## config.mk

```make
export PLATFORM = sky130hd
export DESIGN_NAME = rank_ilv_decoder
export DESIGN_NICKNAME = d
export VERILOG_FILES = /design/src/rtl/rid_pkg.sv /design/src/rtl/rid_cfg_regs.sv /design/src/rtl/rid_scan.sv /design/src/rtl/rid_calc.sv /design/src/rtl/rank_ilv_decoder.sv
export SDC_FILE = /design/constraint.sdc
export NUM_CORES = 1
export LEC_CHECK = 0
export ABC_AREA = 1
export BUFFER_PORTS_ARGS = -buffer_cell sky130_fd_sc_hd__buf_2
export CORE_UTILIZATION = 55
export DETAILED_ROUTE_END_ITERATION = 16
export PLACE_DENSITY_LB_ADDON = 0.25
export SLEW_MARGIN = 10
export SYNTH_ARGS = -nofsm -noshare
export SYNTH_HDL_FRONTEND = slang
export SYNTH_SLANG_ARGS = --single-unit
```

## constraint.sdc

```tcl
create_clock -name clk -period 40.1 [get_ports clk]
set_input_delay 6.015 -clock clk [delete_from_list [all_inputs] [get_ports clk]]
set_output_delay 6.015 -clock clk [all_outputs]
set_load 0.05 [all_outputs]
```

## src/rtl/rid_pkg.sv

```systemverilog
package rid_pkg;
  localparam int LIM_FIELD_W = 11;
  localparam int LIM_GRAN    = 29;
  localparam int OFF_FIELD_W = 14;
  localparam int OFF_GRAN    = 26;
  localparam int CR_W        = 4;

  typedef struct packed {
    logic                   vld;
    logic [1:0]             ways_code;
    logic [LIM_FIELD_W-1:0] lim;
  } range_cfg_t;

  typedef struct packed {
    logic [CR_W-1:0]        rank;
    logic [OFF_FIELD_W-1:0] off;
  } ilv_cfg_t;

  typedef enum logic {SCAN_IDLE, SCAN_RUN} scan_st_e;
endpackage

```

## src/rtl/rid_cfg_regs.sv

```systemverilog
module rid_cfg_regs
  import rid_pkg::*;
#(
  parameter int NUM_RANGES = 4,
  parameter int WAY_SLOTS  = 4,
  localparam int ILV_N     = NUM_RANGES * WAY_SLOTS,
  localparam int IDX_W     = $clog2(ILV_N),
  localparam int ENT_W     = $clog2(NUM_RANGES)
) (
  input  logic                        clk,
  input  logic                        rst_n,
  input  logic                        we,
  input  logic                        is_ilv,
  input  logic [IDX_W-1:0]            idx,
  input  logic [31:0]                 wdata,
  output range_cfg_t [NUM_RANGES-1:0] range_o,
  output ilv_cfg_t   [ILV_N-1:0]      ilv_o
);
  range_cfg_t range_q [NUM_RANGES];
  ilv_cfg_t   ilv_q   [ILV_N];

  logic unused_wdata;
  assign unused_wdata = ^{wdata[30], wdata[27:20], wdata[0]};

  for (genvar r = 0; r < NUM_RANGES; r++) begin : g_rng
    logic wr_en;
    assign wr_en = we && !is_ilv && (idx[ENT_W-1:0] == ENT_W'(r));
    always_ff @(posedge clk or negedge rst_n) begin
      if (!rst_n)     range_q[r] <= '0;
      else if (wr_en) range_q[r] <= '{vld: wdata[31], ways_code: wdata[29:28], lim: wdata[11:1]};
    end
  end

  for (genvar i = 0; i < ILV_N; i++) begin : g_ilv
    logic wr_en;
    assign wr_en = we && is_ilv && (idx == IDX_W'(i));
    always_ff @(posedge clk or negedge rst_n) begin
      if (!rst_n)     ilv_q[i] <= '0;
      else if (wr_en) ilv_q[i] <= '{rank: wdata[19:16], off: wdata[15:2]};
    end
  end

  always_comb begin
    for (int r = 0; r < NUM_RANGES; r++) range_o[r] = range_q[r];
    for (int i = 0; i < ILV_N; i++)      ilv_o[i]   = ilv_q[i];
  end
endmodule

```

## src/rtl/rid_scan.sv

```systemverilog
module rid_scan
  import rid_pkg::*;
#(
  parameter int ADDR_W     = 40,
  parameter int NUM_RANGES = 4,
  localparam int ENT_W     = $clog2(NUM_RANGES)
) (
  input  logic                        clk,
  input  logic                        rst_n,
  input  logic                        start,
  input  logic [ADDR_W-1:0]           addr_i,
  input  logic                        closed_i,
  input  range_cfg_t [NUM_RANGES-1:0] range_i,
  output logic                        fin_o,
  output logic                        hit_o,
  output logic [ENT_W-1:0]            ent_o,
  output logic [ADDR_W-1:0]           addr_o,
  output logic                        closed_o
);
  scan_st_e          state_q, state_d;
  logic [ENT_W-1:0]  ent_q, ent_d;
  logic [ADDR_W-1:0] prev_q, prev_d;
  logic [ADDR_W-1:0] addr_q;
  logic              closed_q;
  logic [ADDR_W-1:0] cur_lim;
  logic              load, last;

  assign load    = (state_q == SCAN_IDLE) && start;
  assign cur_lim = ADDR_W'({range_i[ent_q].lim, {LIM_GRAN{1'b1}}});
  assign last    = (ent_q == ENT_W'(NUM_RANGES - 1));
  assign hit_o   = (state_q == SCAN_RUN) && range_i[ent_q].vld &&
                   (prev_q <= addr_q) && (addr_q <= cur_lim);
  assign fin_o   = (state_q == SCAN_RUN) && (hit_o || last);
  assign ent_o   = ent_q;
  assign addr_o  = addr_q;
  assign closed_o = closed_q;

  always_comb begin
    state_d = state_q;
    ent_d   = ent_q;
    prev_d  = prev_q;
    if (load) begin
      state_d = SCAN_RUN;
      ent_d   = '0;
      prev_d  = '0;
    end else if (fin_o) begin
      state_d = SCAN_IDLE;
    end else if (state_q == SCAN_RUN) begin
      ent_d   = ent_q + ENT_W'(1);
      prev_d  = cur_lim;
    end
  end

  always_ff @(posedge clk or negedge rst_n) begin
    if (!rst_n) begin
      state_q <= SCAN_IDLE;
      ent_q   <= '0;
      prev_q  <= '0;
    end else begin
      state_q <= state_d;
      ent_q   <= ent_d;
      prev_q  <= prev_d;
    end
  end

  always_ff @(posedge clk or negedge rst_n) begin
    if (!rst_n) begin
      addr_q   <= '0;
      closed_q <= 1'b0;
    end else if (load) begin
      addr_q   <= addr_i;
      closed_q <= closed_i;
    end
  end


  scan_step_chk: assert property (@(posedge clk) disable iff (!rst_n)
    (state_q == SCAN_RUN && !fin_o) |=> (state_q == SCAN_RUN && ent_q == $past(ent_q) + ENT_W'(1)));


  addr_hold_chk: assert property (@(posedge clk) disable iff (!rst_n)
    (state_q == SCAN_RUN && !fin_o) |=> ($stable(addr_q) && $stable(closed_q)));
endmodule

```

## src/rtl/rid_calc.sv

```systemverilog
module rid_calc
  import rid_pkg::*;
#(
  parameter int ADDR_W     = 40,
  parameter int NUM_RANGES = 4,
  parameter int WAY_SLOTS  = 4,
  parameter int SH_CLOSED  = 6,
  parameter int SH_OPEN    = 13,
  localparam int ILV_N     = NUM_RANGES * WAY_SLOTS,
  localparam int ENT_W     = $clog2(NUM_RANGES),
  localparam int WIDX_W    = $clog2(WAY_SLOTS)
) (
  input  logic [ADDR_W-1:0]      addr_i,
  input  logic                   closed_i,
  input  logic [1:0]             ways_code_i,
  input  logic [ENT_W-1:0]       ent_i,
  input  ilv_cfg_t [ILV_N-1:0]   ilv_i,
  output logic [ADDR_W-1:0]      rank_addr_o,
  output logic [CR_W-1:0]        chan_rank_o,
  output logic                   err_o
);
  logic [4:0]         sh;
  logic [ADDR_W-1:0]  shifted, low_mask, compact, offset;
  logic [WIDX_W-1:0]  widx, widx_mask;
  logic               bad_ways;
  ilv_cfg_t           sel;

  always_comb begin
    sh        = closed_i ? 5'(SH_CLOSED) : 5'(SH_OPEN);
    shifted   = addr_i >> sh;
    low_mask  = (ADDR_W'(1) << sh) - ADDR_W'(1);
    bad_ways  = (int'(ways_code_i) > WIDX_W);
    widx_mask = WIDX_W'((32'd1 << ways_code_i) - 32'd1);
    widx      = shifted[WIDX_W-1:0] & widx_mask;
    compact   = ((shifted >> ways_code_i) << sh) | (addr_i & low_mask);
    sel       = ilv_i[{widx, ent_i}];
    offset    = ADDR_W'(sel.off) << OFF_GRAN;
    err_o     = bad_ways || (offset > compact);
    rank_addr_o = compact - offset;
    chan_rank_o = sel.rank;
  end
endmodule

```

## src/rtl/rank_ilv_decoder.sv

```systemverilog
module rank_ilv_decoder
  import rid_pkg::*;
#(
  parameter int ADDR_W     = 40,
  parameter int NUM_RANGES = 4,
  parameter int WAY_SLOTS  = 4,
  parameter int SH_CLOSED  = 6,
  parameter int SH_OPEN    = 13,
  localparam int ILV_N     = NUM_RANGES * WAY_SLOTS,
  localparam int IDX_W     = $clog2(ILV_N),
  localparam int ENT_W     = $clog2(NUM_RANGES)
) (
  input  logic              clk,
  input  logic              rst_n,
  input  logic              cfg_we,
  input  logic              cfg_is_ilv,
  input  logic [IDX_W-1:0]  cfg_idx,
  input  logic [31:0]       cfg_wdata,
  input  logic              start,
  input  logic [ADDR_W-1:0] chan_addr,
  input  logic              closed_page,
  output logic              done,
  output logic              valid,
  output logic              err,
  output logic [ADDR_W-1:0] rank_addr,
  output logic [CR_W-1:0]   chan_rank,
  output logic [1:0]        dimm_num,
  output logic [1:0]        rank_in_dimm
);
  logic [1:0] rst_sync_q;
  logic       rst_int_n;

  always_ff @(posedge clk or negedge rst_n) begin
    if (!rst_n) rst_sync_q <= 2'b00;
    else        rst_sync_q <= {rst_sync_q[0], 1'b1};
  end
  assign rst_int_n = rst_sync_q[1];

  range_cfg_t [NUM_RANGES-1:0] range_cfg;
  ilv_cfg_t   [ILV_N-1:0]      ilv_cfg;
  logic                        fin, hit, s_closed, c_err;
  logic [ENT_W-1:0]            s_ent;
  logic [ADDR_W-1:0]           s_addr, c_rank_addr;
  logic [CR_W-1:0]             c_cr;

  rid_cfg_regs #(.NUM_RANGES(NUM_RANGES), .WAY_SLOTS(WAY_SLOTS)) u_cfg (
    .clk(clk), .rst_n(rst_int_n), .we(cfg_we), .is_ilv(cfg_is_ilv),
    .idx(cfg_idx), .wdata(cfg_wdata), .range_o(range_cfg), .ilv_o(ilv_cfg));

  rid_scan #(.ADDR_W(ADDR_W), .NUM_RANGES(NUM_RANGES)) u_scan (
    .clk(clk), .rst_n(rst_int_n), .start(start), .addr_i(chan_addr),
    .closed_i(closed_page), .range_i(range_cfg), .fin_o(fin), .hit_o(hit),
    .ent_o(s_ent), .addr_o(s_addr), .closed_o(s_closed));

  rid_calc #(.ADDR_W(ADDR_W), .NUM_RANGES(NUM_RANGES), .WAY_SLOTS(WAY_SLOTS),
             .SH_CLOSED(SH_CLOSED), .SH_OPEN(SH_OPEN)) u_calc (
    .addr_i(s_addr), .closed_i(s_closed), .ways_code_i(range_cfg[s_ent].ways_code),
    .ent_i(s_ent), .ilv_i(ilv_cfg), .rank_addr_o(c_rank_addr),
    .chan_rank_o(c_cr), .err_o(c_err));

  logic              done_q, done_d, valid_q, valid_d, err_q, err_d;
  logic [ADDR_W-1:0] ra_q, ra_d;
  logic [CR_W-1:0]   cr_q, cr_d;

  always_comb begin
    done_d  = fin;
    valid_d = valid_q;
    err_d   = err_q;
    ra_d    = ra_q;
    cr_d    = cr_q;
    if (fin) begin
      if (hit && !c_err) begin
        valid_d = 1'b1;
        err_d   = 1'b0;
        ra_d    = c_rank_addr;
        cr_d    = c_cr;
      end else begin
        valid_d = 1'b0;
        err_d   = hit;
        ra_d    = '0;
        cr_d    = '0;
      end
    end
  end

  always_ff @(posedge clk or negedge rst_int_n) begin
    if (!rst_int_n) begin
      done_q  <= 1'b0;
      valid_q <= 1'b0;
      err_q   <= 1'b0;
      ra_q    <= '0;
      cr_q    <= '0;
    end else begin
      done_q  <= done_d;
      valid_q <= valid_d;
      err_q   <= err_d;
      ra_q    <= ra_d;
      cr_q    <= cr_d;
    end
  end

  assign done         = done_q;
  assign valid        = valid_q;
  assign err          = err_q;
  assign rank_addr    = ra_q;
  assign chan_rank    = cr_q;
  assign dimm_num     = cr_q[CR_W-1:CR_W-2];
  assign rank_in_dimm = cr_q[1:0];


  done_pulse_chk: assert property (@(posedge clk) disable iff (!rst_int_n)
    done |=> !done);


  valid_err_excl_chk: assert property (@(posedge clk) disable iff (!rst_int_n)
    !(valid && err));


  miss_result_chk: assert property (@(posedge clk) disable iff (!rst_int_n)
    (fin && !hit) |=> (done && !valid && !err && rank_addr == '0));


  result_hold_chk: assert property (@(posedge clk) disable iff (!rst_int_n)
    !fin |=> ($stable(rank_addr) && $stable(valid) && $stable(err) && $stable(chan_rank)));
endmodule

```

Word level (Yosys, flattened, before mapping)
Cells that the tools add are included.
- output and inout bits: 51
- logic and storage cells: 148
- input port bits: 82
- register bits after elaboration: 477
- $add $sub $neg: 4
- shift-type cells: 5
- magnitude comparators: 6
- reduce and logical (&&, ||, !) cells: 37
- equal/unequal tests: 20
- muxes and demuxes: 17
- bitwise operators: 4
- operator list (kind ; count):
    $mux W40 ; 4
    $le A40 B40 Y1 ; 2
    $bmux W18 S4 ; 1
    $and A40 B40 Y40 ; 1
    $gt A40 B40 Y1 ; 1
    $or A40 B40 Y40 ; 1
    $shl A1 B5 Y40 const A ; 1
    $shl A40 B5 Y40 ; 1
    $shr A40 B2 Y40 ; 1
    $shr A40 B5 Y40 ; 1
    $sub A40 B2 Y40 const B ; 1
    $sub A40 B40 Y40 ; 1
    $eq A4 B4 Y1 const B ; 8
    $bmux W14 S2 ; 1
    $logic_and A1 B1 Y1 ; 28
    $mux W18 ; 1
    $eq A4 B3 Y1 const B ; 4
    $mux W14 ; 1
    $eq A4 B2 Y1 const B ; 2
    $mux W4 ; 2
    $eq A2 B2 Y1 const B ; 3
    $mux W2 ; 3
    $lt A4 B5 Y1 const B ; 1
    $eq A4 B1 Y1 const B ; 1
    16 further kinds ; 22

Depth between registers and ports, before layout
- word-level depth: 12
- mapped depth: 26
- gate-level depth less buffers: 23

Hierarchy
A second synthesis with hierarchy kept.
- cells, all modules: 3486
- area, all modules: 25279.2 um^2
- modules (own cells, without submodules) (module ; cells an instance ; seq. area each (um^2) ; instances ; area each (um^2)):
    rid_cfg_regs ; 1508 ; 8608.3 ; 1 ; 13725.7
    rid_calc ; 1221 ; 0.0 ; 1 ; 5470.2
    rid_scan ; 525 ; 1401.3 ; 1 ; 3983.8
    rank_ilv_decoder ; 232 ; 1226.2 ; 1 ; 2099.5

Worst setup path before layout
OpenSTA, ideal clock, no wires.
- path kind: input to register
- start: input port cfg_idx[0]
- end: register u_cfg.ilv_q (netlist bit u_cfg.ilv_o[121])
- library setup time: 0.133 ns
- required time: 39.967 ns
- data arrival time: 7.057 ns
- buffers on the path: 2
- setup slack: 32.910 ns
- stages: 6
- cell sequence: clkbuf_1 > nor3_1 > nand2_1 > clkbuf_1 > nand2_1 > o21ai_0
- longest elaborated chain between the ends: 2
- ends and longest elaborated chain (element ; line ; source):
    start: declaration ; rank_ilv_decoder.sv:17 ; input logic [IDX_W-1:0] cfg_idx,
    $eq A4 B3 Y1 ; rid_cfg_regs.sv:36 ; assign wr_en = we && is_ilv && (idx == IDX_W'(i));
    $logic_and A1 B1 Y1 ; rid_cfg_regs.sv:36 ;
    end signal: indexed assignment ; rid_cfg_regs.sv:39 ; else if (wr_en) ilv_q[i] <= '{rank: wdata[19:16], off: wdata[15:2]};
    end: declaration ; rid_cfg_regs.sv:20 ; ilv_cfg_t ilv_q [ILV_N];
Every way passes these cells.
A chain may end at the register's enable or synchronous reset.

Worst setup path in the final report
- start: input port cfg_idx[1]
- end: register u_cfg.ilv_q (netlist bit u_cfg.ilv_o[259])
- longest elaborated chain between the ends: 2
- ends and longest elaborated chain (element ; line):
    $eq A4 B4 Y1 ; rid_cfg_regs.sv:36
    $logic_and A1 B1 Y1 ; rid_cfg_regs.sv:36
Every way passes these cells.

==> parameters.txt <==
Parameter                              Value

Synth
  Leading post-synthesis cells by instance count    900 x nand2_1, 586 x o21ai_0, 449 x dfrtp_1
  Nets in the synthesized netlist    2965
  Most common cell in the netlist    nand2_1
  Flip-flop cell with the highest count after synthesis    dfrtp_1
  Unique masters post-synth    46
  EDFF count, synth    0
  Part of the Yosys area used for sequential elements    49.9%
  Multiplexer share of the synthesized area    0.178%
  Synth Area per Inst    8.00 sq um
  Post-synthesis cell area    0.0225 sq mm
  Synth Area in Adders    3.76%
  Post-synthesis compound-gate area fraction    19.1%
  Portion of synthesized cell area occupied by the leading cell type    49.9%
  Count of yosys warnings during synthesis    0
  Leading post-synthesis cells by cell area    dfrtp_1 50%, nand2_1 15%, o21ai_0 13%, ha_1 3.7%, clkbuf_1 2.4%
  Flops & latches, synth    449
  Simple logic cell fraction of the synthesized area    20.3%
  Count of mapped cells out of synthesis    2816
  Largest area contributor in the synthesized netlist    dfrtp_1
  Share of flip-flops with an asynchronous set or reset after synthesis    100%
  Largest family of logic cells by synthesized area    simple AND/OR/NAND/NOR gates
  Area share of xor/xnor cells in the synthesized design    0.467%

Power and ir drop
  Sequential power share    29.3%
  Switching part of the total power    45.9%
  Overall power after layout    2190 uW
  PD cells    88.5 mW/mm^2
  Share of total power in the clock network    20.4%
  Cell-internal power    1180 uW
  Leakage    0.0120 uW
  Combinational cell fraction of total power    50.3%
  Peak ir drop on the vdd network    0.0000498 V
  Switching power summed over all nets    1010 uW

Layout
  Net count reported at finish    2960
  Area grow syn2layout    9.96%
  Number of inserted filler cells in the final layout    3518
  Total area of multi-input combinational cells    0.00989 sq mm
  Sequential cell area    0.0112 sq mm
  Antenna diodes    0
  Ratio of cells with drive above 1 in the final layout    8.95%

Outcome
  Outcome    completed

Die
  Starting Density    56.1%
  DIE WIDTH    204 um
  Die boundary height    204 um
  Floorplan die area    0.0417 sq mm
  Total core area    0.0401 sq mm
  Number of rows in the core area    73
  Top Ports    133

CTS
  Post CTS Setup Buffer Count    0
  Clk sinks    449
  CTS H-tree depth    2
  Root Driver    clkbuf_16
  Number of instances resized during post-cts repair    0
  Clock tree buffer depth    3
  Clock tree from TritonCTS    yes
  Number of CTS-inserted buffers    47
  Number of hold buffers added after cts    0
  CTS clk-pin slew, worst paths    0.06 ns
  Clock latency of the later-clocked register in the worst-skew pair    0.60 ns

Placement
  Buffers added on ports    122
  GP Congestion    0.924
  HPWL after detailed placement    37700 um

Timing
  Final count of pins violating max slew    0
  Final critical delay including setup and external delays    7.35 ns
  Slew headroom    26.6%
  Share of the cycle needed by the critical path after routing    18.3%
  Post-Route Skew    0.0249 ns
  Slew at the pin closest to its max-slew limit    1.10 ns
  Final hold viol count    0
  Final-layout setup total negative slack    0 ns
  Final setup fails    0
  Setup repair after global routing missed its margin    no
  FMAX    136 MHz

Critical path
  Startpoint class of the critical path    input pin
  Arrival time at the worst endpoint    7.81 ns
  Worst setup EP type    register
  Maximum fanout along the worst path    19
  Endpoint required time on the critical path    40.56 ns
  Crit Path Class    input pin to register

Global route
  Met2 track utilization from global routing    49.5%
  Busiest metal layer after global routing    met2
  Global-route met3 utilization    4.02%
  Overflow after GRT    0
  Maximum number of pins on one net before global-route repair    178
  Met1 capacity usage during global routing    39.1%
  Initial antenna violation count    0
  Via count of the first global-routing pass    18600
  GR Util All Layers    29.7%
  Wire length of the first global-routing pass    97700 um

Hold path
  Hold WC Path Type    register to register

Detailed routing
  Number of iterations in the first detailed-routing pass    6
  Number of vias per cell    5.80
  Residual antenna-violating net count after detailed routing    0
  Iteration-0 DRC Markers    1794
  Final wirelength    61000 um
  Via Count    19600
  Detail-routed net length per standard cell    18.1 um
  DR DRC count    0

Run
  Maxcap violations    0
layout by cell type, fill, tap and decap left out, types with 19 or more instances in the layout:
cell / synthesis / routed
a21oi_1: 65 / 65
o211ai_1: 23 / 23
ha_1: 66 / 66
nand2_1: 900 / 898
a32o_1: 19 / 19
nor2_1: 131 / 131
o21ai_0: 586 / 586
buf_4: 12 / 27
inv_1: 126 / 126
clkbuf_16: 0 / 48
o221ai_1: 23 / 23
buf_2: 35 / 122
nand3_1: 77 / 77
dfrtp_1: 449 / 445
o22ai_1: 24 / 24
nand4_1: 22 / 22
critical path, cell delays in order:
cell,delay (ns)
buf_2,0.11
inv_1,0.07
nor3_1,0.39
nand2_1,0.60
buf_4,0.44
nand2_1,0.09
o21ai_0,0.08
flip-flops by register name, summed over array words and instances (netlist names):
register         cells
chan_rank            4
u_scan.state_q       1
u_scan.prev_q       12
done                 1
err                  1
u_scan.ent_o         2
rst_sync_q           2
u_scan.closed_o      1
u_scan.addr_o       40
u_cfg.range_o       56
valid                1
u_cfg.ilv_o        288
rank_addr           40
final cells by class:
type                            count  share of cell area (%)
Multi-Input combinational cell   2029                    39.9
Clock inverter                     14                   0.708
Clock buffer                       73                    5.80
Timing Repair Buffer              151                    3.45
Inverter                          133                    2.03
Tap cell                          525                    2.65
Sequential cell                   449                    45.4
logic make-up after synthesis:
| family | count (synthesis) |
|---|---|
| AND/OR/NAND/NOR | 1158 |
| buffers and inverters | 338 |
| flip-flops | 449 |
| XOR/XNOR | 12 |
| adder cells (fa/ha/maj) | 67 |
| other | 1 |
| multiplexers | 4 |
| AO/OA/AOI/OAI | 787 |
stage by stage:
stage	cell area [sq um]	util [%]	hold slack (ns)	cells	setup WS (ns)
2_1_floorplan	22500	-	0.331	2816	26.66
3_3_place_gp	23100	57.7	0.336	3287	32.23
3_5_place_dp	23100	57.7	0.335	3287	32.15
4_1_cts	24800	61.7	0.349	3374	32.78
5_1_grt	24800	61.7	0.354	3374	32.39
6_report	24800	61.7	0.347	3374	32.75
per-layer routing:
layer  routed length, um  vias up
li1                    -     9363
met1               25600     9335
met2               29200      736
met3                4080      129
met4                2110        0
met5                   0        -
power groups by stage:
stage | registers (uW) | logic, uW | clock network (uW)
2_1_floorplan | 669 | 792 | 0
3_3_place_gp | 642 | 1060 | 0
3_5_place_dp | 647 | 1090 | 0
4_1_cts | 640 | 1090 | 454
5_1_grt | 654 | 1240 | 473
6_report | 642 | 1100 | 447
worst paths after layout:
| kind | startpoint | to | slack, ns | cells after the start |
|---|---|---|---|---|
| min in group asynchronous | rst_sync_q[1] | u_cfg.ilv_o[273] | 0.37 | 0 |
| max reg2reg | u_scan.ent_o[0] | rank_addr[1] | 33.05 | 22 |
| min | rst_sync_q[0] | rst_sync_q[1] | 0.35 | 0 |
| max in group asynchronous | rst_n | rst_sync_q[1] | 34.80 | 1 |
| max | cfg_idx[1] | u_cfg.ilv_o[259] | 32.75 | 7 |
| min reg2reg | rst_sync_q[0] | rst_sync_q[1] | 0.35 | 0 |
No activity file was read; power rests on OpenSTA's default activity.
